**config.mk**
```make
export PLATFORM = sky130hd
export DESIGN_NAME = prog_div_counter
export DESIGN_NICKNAME = d
export VERILOG_FILES = /design/src/rtl/prog_div_counter.sv
export SDC_FILE = /design/constraint.sdc
export NUM_CORES = 1
export LEC_CHECK = 0
export CORE_MARGIN = 1.5
export CORE_UTILIZATION = 30
export DETAILED_ROUTE_END_ITERATION = 8
export MAX_ROUTING_LAYER = met4
export SYNTH_ARGS = -nofsm -noshare
export SYNTH_HDL_FRONTEND = slang
export SYNTH_SLANG_ARGS = --single-unit
```
**constraint.sdc**
```tcl
create_clock -name clk -period 3.8 [get_ports clk]
set_input_delay 0.76 -clock clk [delete_from_list [all_inputs] [get_ports clk]]
set_output_delay 0.76 -clock clk [all_outputs]
set_load 0.01 [all_outputs]
```
**src/rtl/prog_div_counter.sv**
```systemverilog
module prog_div_counter #(
  parameter int WIDTH = 8
) (
  input  logic             clk,
  input  logic             rst_n,
  input  logic             cnt_en_n,
  input  logic             load_en,
  input  logic             reload_on_tc,
  input  logic [WIDTH-1:0] preset,
  output logic [WIDTH-1:0] count,
  output logic             tc_n,
  output logic             div_pulse
);

  localparam logic [WIDTH-1:0] ALL_ONES = '1;
  localparam logic [WIDTH-1:0] ONE      = WIDTH'(1);

  logic             at_top;
  logic             advance;
  logic [WIDTH-1:0] next_val;

  assign at_top   = (count == ALL_ONES);
  assign tc_n     = ~at_top;
  assign advance  = ~load_en & ~cnt_en_n;
  assign next_val = (reload_on_tc && at_top) ? preset : count + ONE;

  always_ff @(posedge clk or negedge rst_n) begin
    if (!rst_n) begin
      count     <= '0;
      div_pulse <= 1'b0;
    end else begin
      div_pulse <= advance & at_top;
      if (load_en)
        count <= preset;
      else if (advance)
        count <= next_val;
    end
  end

endmodule

```
==> reports/summary.txt, run 1 <==
clock skew -> 0.00216 ns
number of hold buffers added after cts -> 0
count of boundary I/O pins -> 23
fraction of layout cells with a size suffix above 1 -> 0.122
hold path startpoint -> count[6]$_DFFE_PN0P_
worst vdd ir -> 0.000174 V
routed wire length -> 1.47 mm
Max Cap Viol -> 0
max-slew headroom at the worst pin -> 0.688
total of cells resized after clock tree synthesis -> 0
drc violations -> 0
placement row count -> 15
count of final hold-check violations -> 0
outcome -> finished clean
root buffer selected by CTS -> sky130_fd_sc_hd__clkbuf_4
share of total power in combinational logic -> 0.299
hold path endpoint -> count[6]$_DFFE_PN0P_
worst reg-to-reg setup slack -> 2.14 ns
overall die width -> 47.1 µm
number of cell instances on the worst register-to-register path -> 4
register area share after synthesis -> 0.386
switching power share of the total -> 0.307
critical-path maximum fanout -> 6
total number of clock tree sinks -> 9
DIE AREA -> 2220 µm²
Worst Hold Path Cells -> 2
total setup violations reported at the end of the flow -> 0
clock buffer count from CTS -> 3
type of element capturing the critical path -> output port
number of global-route vias before repair -> 534
DR vias/cell -> 5.35
depth of the CTS H-tree -> 1
Port Buffer Count -> 22
proportion of power drawn by the clock network -> 0.274
design area -> 848 µm²
critical path required time -> 3.04 ns
internal power of the cells -> 194 µW
total leakage power -> 0.338 nW
initial core utilization -> 0.327
global-route congestion overflow total -> 0
post-detailed-placement half-perimeter wirelength -> 1.11 mm
antenna violations before repair -> 0
setup fix buffers added after clock tree synthesis -> 0
mean instance size in the synthesized netlist -> 10.1 µm²
number of buffers on the longest clock path -> 2
slew at the pin closest to its max-slew limit -> 0.466 ns
area of the core -> 1780 µm²
number of vias after detailed routing -> 572
number of instances in the synthesized netlist -> 58
cell area power density -> 330 nW/µm²
Inserted Diodes -> 0
CTS clk-pin slew, worst paths -> 0.06 ns
overall routing resource usage -> 0.169
Sequential Power Share -> 0.427
Cell variety after synth -> 32
crit start category -> flip-flop
average wire per standard cell -> 13.7 µm
final design utilization -> 0.476
vertical die dimension -> 47.1 µm
kind of critical path -> flip-flop to output port
layout overhead on the synthesized area -> 45.5%
Antenna Nets Post-Route -> 0
reg-to-reg critical path startpoint -> count[0]$_DFFE_PN0P_
RSZ-0062 raised after global routing -> no
RD Place Congestion -> 0.721
Final Critical Period -> 2.59 ns
clock tree from TritonCTS -> built
Period Utilization, post-route -> 0.682
Tightest Hold Check Type -> flip-flop to flip-flop
nets -> 97
register bit count reported by yosys -> 9
1st-iter DRT viols -> 3
Detailed Routing Iterations Pass 1 -> 4
wire length of the first global-routing pass -> 2.43 mm
setup_tns -> 0 ns
mapped cell area -> 583 µm²
number of slew-limit violations in the final report -> 0
standard cell area after detailed placement -> 822 µm²
maximum number of pins on one net before global-route repair -> 14
Clock Latency Late Sink -> 0.26 ns
total of warnings raised by yosys -> 0
switching power of the nets -> 86.2 µW
Synthesized Nets -> 72
Critical R2R Capture -> count[5]$_DFFE_PN0P_
maximum clock frequency -> 386 MHz
Crit path arrival time -> 1.83 ns
## power by group through the flow
stage | combinational, mW | clock, mW | sequential, mW
after floorplan | 0.0371 | 0 | 0.123
after global placement | 0.0843 | 0 | 0.121
after detailed placement | 0.0840 | 0 | 0.121
after CTS | 0.0844 | 0.0801 | 0.119
after global routing | 0.0927 | 0.0843 | 0.122
final | 0.0839 | 0.0768 | 0.120
## sequential cells by signal, indices dropped and copies added, names as in the netlist
register and cells:
count 8, div_pulse 1
## cell usage in the layout (no fill, tap or decap)
cell type                         Yosys  layout
sky130_fd_sc_hd__a32oi_1              1       1
sky130_fd_sc_hd__clkbuf_1             0       1
sky130_fd_sc_hd__and4_4               1       1
sky130_fd_sc_hd__and3_2               1       1
sky130_fd_sc_hd__and4b_1              1       1
sky130_fd_sc_hd__nand3_4              1       1
sky130_fd_sc_hd__o22a_1               4       4
sky130_fd_sc_hd__or2b_1               1       1
sky130_fd_sc_hd__a31oi_1              4       4
sky130_fd_sc_hd__nor3_2               1       1
sky130_fd_sc_hd__clkdlybuf4s50_1      0      22
sky130_fd_sc_hd__or4b_1               1       1
sky130_fd_sc_hd__nor3_1               2       2
sky130_fd_sc_hd__nand3_1              1       1
sky130_fd_sc_hd__a2bb2oi_1            1       1
sky130_fd_sc_hd__and3_1               2       2
sky130_fd_sc_hd__o22ai_1              1       1
sky130_fd_sc_hd__nor2_1               3       3
sky130_fd_sc_hd__clkbuf_4             0       3
sky130_fd_sc_hd__and4_1               2       2
sky130_fd_sc_hd__a41oi_1              1       1
sky130_fd_sc_hd__nand2_1              3       3
sky130_fd_sc_hd__and2_2               1       1
sky130_fd_sc_hd__nand4b_1             1       1
sky130_fd_sc_hd__a311oi_1             1       1
sky130_fd_sc_hd__o21ai_0              2       2
sky130_fd_sc_hd__o211a_1              1       1
sky130_fd_sc_hd__a21oi_1              3       3
sky130_fd_sc_hd__dfrtp_1              9       9
sky130_fd_sc_hd__and4b_2              1       1
sky130_fd_sc_hd__ha_1                 1       1
sky130_fd_sc_hd__inv_1                3       3
sky130_fd_sc_hd__a41oi_2              1       1
## synth_stat cells, drive strengths merged
library cell  n  area share
a21oi         3       0.026
a2bb2oi       1       0.015
a311oi        1       0.015
a31oi         4       0.043
a32oi         1       0.015
a41oi         2       0.043
and2          1       0.013
and3          3       0.034
and4          3       0.049
and4b         2       0.036
buf           2       0.021
dfrtp         9        0.39
ha            1       0.021
inv           3       0.019
nand2         3       0.019
nand3         2       0.039
nand4b        1       0.015
nor2          3       0.019
nor3          3       0.034
o211a         1       0.017
o21ai         2       0.017
o22a          4       0.060
o22ai         1       0.011
or2b          1       0.013
or4b          1       0.017
## layout make-up
type                            instances  area (µm²)
Clock buffer                            4        26.3
Sequential cell                         9         225
Tap cell                               25        31.3
Fill cell                             163         935
Multi-Input combinational cell         44         334
Inverter                                3        11.3
Timing Repair Buffer                   22         220
## cell families after synthesis
group / share of synthesized area
AO/OA/AOI/OAI: 0.262
adder cells (fa/ha/maj): 0.0215
buffers and inverters: 0.0408
flip-flops: 0.386
AND/OR/NAND/NOR: 0.290
## stage by stage
stage | setup WS, ns | hold slack [ns] | total power, mW | cells
after floorplan | 1.99 | 0.464 | 0.160 | 58
after global placement | 1.50 | 0.574 | 0.205 | 103
after detailed placement | 1.49 | 0.584 | 0.205 | 103
after CTS | 1.20 | 0.598 | 0.284 | 107
after global routing | 1.09 | 0.656 | 0.299 | 107
final | 1.21 | 0.595 | 0.280 | 107
## per-layer routing
| layer | routed length (µm) | global-route usage | vias up |
|---|---|---|---|
| met5 | 0 | - | - |
| met4 | 28 | 0.0833 | 0 |
| met3 | 72 | 0.0462 | 4 |
| met1 | 682 | 0.210 | 259 |
| li1 | - | - | 284 |
| met2 | 688 | 0.252 | 25 |
## worst max-delay path, stage by stage (launching register included)
cell	delay, ns
sky130_fd_sc_hd__dfrtp_1	0.44
sky130_fd_sc_hd__ha_1	0.26
sky130_fd_sc_hd__and3_1	0.24
sky130_fd_sc_hd__nand2_1	0.10
sky130_fd_sc_hd__clkdlybuf4s50_1	0.53
## how the worst max path moves through the flow
| stage | start | end | slack [ns] |
|---|---|---|---|
| floorplan | count[0]$_DFFE_PN0P_ | tc_n | 1.99 |
| global placement | load_en | count[7]$_DFFE_PN0P_ | 1.50 |
| detailed placement | load_en | count[7]$_DFFE_PN0P_ | 1.49 |
| CTS | count[0]$_DFFE_PN0P_ | tc_n | 1.20 |
| global route | count[0]$_DFFE_PN0P_ | tc_n | 1.09 |
| finish | count[0]$_DFFE_PN0P_ | tc_n | 1.21 |
Note: power is estimated with default switching activity, not from simulation.
==> run 2, diff against run 1 <==
- clock period: 3.8 -> 2.55 ns (I/O delays scaled with it)
==> run 2 against run 1 <==
  * Register-to-register slack got worse by 1.2 ns
  * Sequential cell count unchanged
  * Routed wire length increased by 3.8%
  * Clock skew decreased by 0.0018 ns
  * Sequential share of layout area decreased by 0.23 points
  * Total power increased by 50%
  * Via count increased by 3.7%
  * Non-clock buffer count increased by 1
  * First-iteration DRC count increased to 6.7 times the previous value
  * Count of clock-buffer cells in the layout unchanged
  * Largest cell class unchanged
  * Largest power group unchanged
  * Highest routed layer unchanged
==> reports/summary.txt, run 2 (synthesis gave the netlist of run 1 again) <==
final design utilization -> 0.480
Antenna Nets Post-Route -> 0
count of final hold-check violations -> 0
overall die width -> 47.1 µm
count of boundary I/O pins -> 23
worst vdd ir -> 0.000176 V
nets -> 98
total leakage power -> 0.343 nW
worst setup slack after layout -> 0.216 ns
average wire per standard cell -> 14.1 µm
max-slew headroom at the worst pin -> 0.712
CTS clk-pin slew, worst paths -> 0.06 ns
total number of clock tree sinks -> 9
standard cell area after detailed placement -> 830 µm²
share of total power in combinational logic -> 0.303
DIE AREA -> 2220 µm²
Clock Latency Late Sink -> 0.27 ns
outcome -> finished clean
fraction of layout cells with a size suffix above 1 -> 0.133
depth of the CTS H-tree -> 1
maximum number of pins on one net before global-route repair -> 13
Worst Path Buf+Inv -> 1
root buffer selected by CTS -> sky130_fd_sc_hd__clkbuf_4
type of element capturing the critical path -> output port
proportion of power drawn by the clock network -> 0.273
antenna violations before repair -> 0
kind of critical path -> flip-flop to output port
total setup violations reported at the end of the flow -> 0
number of hold buffers added after cts -> 0
clock tree from TritonCTS -> built
critical path required time -> 2.04 ns
DR vias/cell -> 5.49
number of vias after detailed routing -> 593
setup fix buffers added after clock tree synthesis -> 0
area of the core -> 1780 µm²
global-route congestion overflow total -> 0
post-detailed-placement half-perimeter wirelength -> 1.12 mm
number of global-route vias before repair -> 503
drc violations -> 0
switching power share of the total -> 0.309
critical-path maximum fanout -> 6
1st-iter DRT viols -> 20
worst reg-to-reg setup slack -> 0.91 ns
worst hold slack across all endpoints -> 0.545 ns
most frequent cells in the layout -> sky130_fd_sc_hd__clkdlybuf4s50_1 (22), sky130_fd_sc_hd__dfrtp_1 (9), sky130_fd_sc_hd__a31oi_1 (4), sky130_fd_sc_hd__o22a_1 (4)
Tightest Hold Check Type -> input port to asynchronous set/reset pin
clock buffer count from CTS -> 3
cell area power density -> 491 nW/µm²
max reg flops -> 8
clock skew -> 0.000371 ns
wire length of the first global-routing pass -> 2.35 mm
most frequent standard cell in the layout excluding fill and tap cells -> sky130_fd_sc_hd__clkdlybuf4s50_1
Crit path arrival time -> 1.82 ns
Critical R2R Capture -> count[5]$_DFFE_PN0P_
kind of cell adding the most delay to the critical path -> buffers and inverters
Cells after DPL -> 104
worst setup slack before clock tree synthesis -> 0.507 ns
Sequential Power Share -> 0.424
vertical die dimension -> 47.1 µm
routed wire length -> 1.53 mm
number of buffers on the longest clock path -> 2
Final Critical Period -> 2.33 ns
Inserted Diodes -> 0
number of slew-limit violations in the final report -> 0
design area -> 856 µm²
RSZ-0062 raised after global routing -> no
switching power of the nets -> 130 µW
number of standard cells in the final layout excluding fillers -> 108
crit start category -> flip-flop
initial core utilization -> 0.327
maximum clock frequency -> 428 MHz
slew at the pin closest to its max-slew limit -> 0.431 ns
internal power of the cells -> 291 µW
Port Buffer Count -> 22
sequence of cells on the critical path -> ha_1 > and3_1 > nand2_1 > clkdlybuf4s50_1
placement row count -> 15
layout overhead on the synthesized area -> 46.8%
setup_tns -> 0 ns
Tot Pwr -> 420 µW
Max Cap Viol -> 0
total of cells resized after clock tree synthesis -> 0
reg-to-reg critical path startpoint -> count[0]$_DFFE_PN0P_
slowest library cell on the worst path -> sky130_fd_sc_hd__clkdlybuf4s50_1
number of cell instances on the worst register-to-register path -> 4
RD Place Congestion -> 0.764
Detailed Routing Iterations Pass 1 -> 4
Period Utilization, post-route -> 0.915
largest registers -> count x8, div_pulse x1
Max stage delay on crit path -> 0.53 ns
Reg with most FFs -> count
overall routing resource usage -> 0.163
==> run 2: area by class of cell <==
type,instances,area (µm²)
repair buffers,23,228
flip-flops and latches,9,225
clock buffers,4,26.3
fillers,177,927
well taps,25,31.3
multi-input cells,44,334
inverters,3,11.3
==> run 2: routing by layer <==
metal  wire (µm)  track usage
met1         687        0.206
met2         721        0.219
met4          31        0.133
met3          86       0.0346
met5           0            -
==> run 2: power by group through the flow <==
| stage | combinational (mW) | clock, mW | sequential [mW] |
|---|---|---|---|
| CTS | 0.127 | 0.122 | 0.178 |
| global placement | 0.127 | 0 | 0.180 |
| floorplan | 0.0552 | 0 | 0.183 |
| global route | 0.138 | 0.128 | 0.181 |
| finish | 0.127 | 0.115 | 0.178 |
| detailed placement | 0.127 | 0 | 0.180 |
==> run 2: worst max-delay path by stage <==
stage                         start  endpoint  slack (ns)  depth (start not counted)
2_1_floorplan  count[0]$_DFFE_PN0P_      tc_n        0.99                          3
3_3_place_gp   count[0]$_DFFE_PN0P_      tc_n        0.52                          4
3_5_place_dp   count[0]$_DFFE_PN0P_      tc_n        0.51                          4
4_1_cts        count[0]$_DFFE_PN0P_      tc_n        0.20                          4
5_1_grt        count[0]$_DFFE_PN0P_      tc_n        0.11                          4
6_report       count[0]$_DFFE_PN0P_      tc_n        0.22                          4
==> run 3, diff against run 2 <==
==> constraint.sdc (replaced) <==
create_clock -name clk -period 2.55 [get_ports clk]
set_input_delay 0.255 -clock clk [delete_from_list [all_inputs] [get_ports clk]]
set_output_delay 0.255 -clock clk [all_outputs]
set_load 0.01 [all_outputs]
==> run 3 against run 2 <==
  * Combinational power about the same
  * Sequential power is essentially flat
  * Die area stayed put
  * Final cell count is the same
  * Critical path depth unchanged
  * Non-clock buffer count did not move
  * Core utilization is the same
  * Total power fell by 1.2%
  * Count of clock-buffer cells in the layout unchanged
  * Final area is the same
  * Sequential cell count stayed put
  * Clock power fell by 6%
  * Largest cell class unchanged
  * Highest routed layer unchanged
==> reports/summary.txt, run 3 (synthesis gave the netlist of run 1 again) <==
vertical die dimension -> 47.1 µm
internal power of the cells -> 290 µW
clock skew -> 0.00365 ns
global-route congestion overflow total -> 0
DIE AREA -> 2220 µm²
maximum clock frequency -> 483 MHz
max reg flops -> 8
wire length of the first global-routing pass -> 2.44 mm
Antenna Nets Post-Route -> 0
RD Place Congestion -> 0.765
cell area power density -> 485 nW/µm²
count of final hold-check violations -> 0
setup fix buffers added after clock tree synthesis -> 0
Period Utilization, post-route -> 0.812
DR vias/cell -> 5.65
clock tree from TritonCTS -> built
Detailed Routing Iterations Pass 1 -> 4
fraction of layout cells with a size suffix above 1 -> 0.133
Cells after DPL -> 104
type of element capturing the critical path -> output port
Final Critical Period -> 2.07 ns
most frequent cells in the layout -> sky130_fd_sc_hd__clkdlybuf4s50_1 (22), sky130_fd_sc_hd__dfrtp_1 (9), sky130_fd_sc_hd__a31oi_1 (4), sky130_fd_sc_hd__o22a_1 (4)
antenna violations before repair -> 0
Sequential Power Share -> 0.432
worst reg-to-reg setup slack -> 0.89 ns
depth of the CTS H-tree -> 1
Clock Latency Late Sink -> 0.26 ns
largest registers -> count x8, div_pulse x1
Tot Pwr -> 415 µW
most frequent standard cell in the layout excluding fill and tap cells -> sky130_fd_sc_hd__clkdlybuf4s50_1
Reg with most FFs -> count
Tightest Hold Check Type -> input port to asynchronous set/reset pin
Crit path arrival time -> 1.82 ns
number of hold buffers added after cts -> 0
Port Buffer Count -> 22
initial core utilization -> 0.327
number of cell instances on the worst register-to-register path -> 4
outcome -> finished clean
number of standard cells in the final layout excluding fillers -> 108
post-detailed-placement half-perimeter wirelength -> 1.13 mm
number of vias after detailed routing -> 610
number of slew-limit violations in the final report -> 0
count of boundary I/O pins -> 23
share of total power in combinational logic -> 0.307
average wire per standard cell -> 14.3 µm
switching power share of the total -> 0.301
placement row count -> 15
layout overhead on the synthesized area -> 46.8%
slew at the pin closest to its max-slew limit -> 0.412 ns
overall routing resource usage -> 0.167
worst vdd ir -> 0.000247 V
switching power of the nets -> 125 µW
critical-path maximum fanout -> 6
critical path required time -> 2.30 ns
kind of critical path -> flip-flop to output port
Critical R2R Capture -> count[5]$_DFFE_PN0P_
total number of clock tree sinks -> 9
Inserted Diodes -> 0
total leakage power -> 0.343 nW
number of buffers on the longest clock path -> 2
total of cells resized after clock tree synthesis -> 0
total setup violations reported at the end of the flow -> 0
crit start category -> flip-flop
max-slew headroom at the worst pin -> 0.725
RSZ-0062 raised after global routing -> no
1st-iter DRT viols -> 9
root buffer selected by CTS -> sky130_fd_sc_hd__clkbuf_4
drc violations -> 0
Max Cap Viol -> 0
nets -> 98
Filler Cells Inserted -> 172
area of the core -> 1780 µm²
number of global-route vias before repair -> 538
clock buffer count from CTS -> 3
proportion of power drawn by the clock network -> 0.261
setup_tns -> 0 ns
routed wire length -> 1.54 mm
CTS clk-pin slew, worst paths -> 0.06 ns
reg-to-reg critical path startpoint -> count[0]$_DFFE_PN0P_
overall die width -> 47.1 µm
maximum number of pins on one net before global-route repair -> 10
==> run 3: cell counts in the layout (fill, tap and decap cells not counted) <==
Identical to the previous run, type by type.
==> run 3: cell type report <==
class                   instances  area, µm²  area share
multi-input cells              44        334       0.390
well taps                      25       31.3      0.0365
repair buffers                 23        228       0.266
flip-flops and latches          9        225       0.263
inverters                       3       11.3      0.0132
clock buffers                   4       26.3      0.0307
==> run 3: power groups by stage <==
stage                     sequential (mW)  combinational [mW]  clock, mW
after CTS                           0.178               0.128      0.114
after floorplan                     0.183              0.0552          0
final                               0.179               0.128      0.108
after global routing                0.181               0.140      0.124
after global placement              0.181               0.127          0
after detailed placement            0.181               0.127          0
==> run 3: metal layers <==
layer,up-vias,share of wire,routed length [µm],track usage
met1,295,0.44,677,0.198
met4,0,0.018,28,0.0667
met3,2,0.071,109,0.0615
met5,-,0,0,-
met2,27,0.47,727,0.255
li1,286,-,-,-
==> run 3: worst max path at each step <==
| stage | start | to | slack (ns) |
|---|---|---|---|
| 5_1_grt | count[0]$_DFFE_PN0P_ | tc_n | 0.39 |
| 2_1_floorplan | count[0]$_DFFE_PN0P_ | count[2]$_DFFE_PN0P_ | 1.06 |
| 4_1_cts | count[0]$_DFFE_PN0P_ | tc_n | 0.48 |
| 3_3_place_gp | count[0]$_DFFE_PN0P_ | tc_n | 0.77 |
| 6_report | count[0]$_DFFE_PN0P_ | tc_n | 0.48 |
| 3_5_place_dp | count[0]$_DFFE_PN0P_ | tc_n | 0.77 |
==> run 3: per-stage QoR <==
step | hold WS [ns] | util | setup slack [ns] | area, µm²
after CTS | 0.305 | 0.480 | 0.480 | 856
after detailed placement | 0.578 | 0.465 | 0.768 | 830
after global routing | 0.332 | 0.480 | 0.394 | 856
after floorplan | -0.0406 | - | 1.06 | 583
after global placement | 0.568 | 0.465 | 0.767 | 830
final | 0.291 | 0.480 | 0.480 | 856
==> run 3: worst max-delay path, stage by stage (launching register included) <==
cell and delay, ns:
sky130_fd_sc_hd__dfrtp_1 0.43, sky130_fd_sc_hd__ha_1 0.26, sky130_fd_sc_hd__and3_1 0.24, sky130_fd_sc_hd__nand2_1 0.09
sky130_fd_sc_hd__clkdlybuf4s50_1 0.53
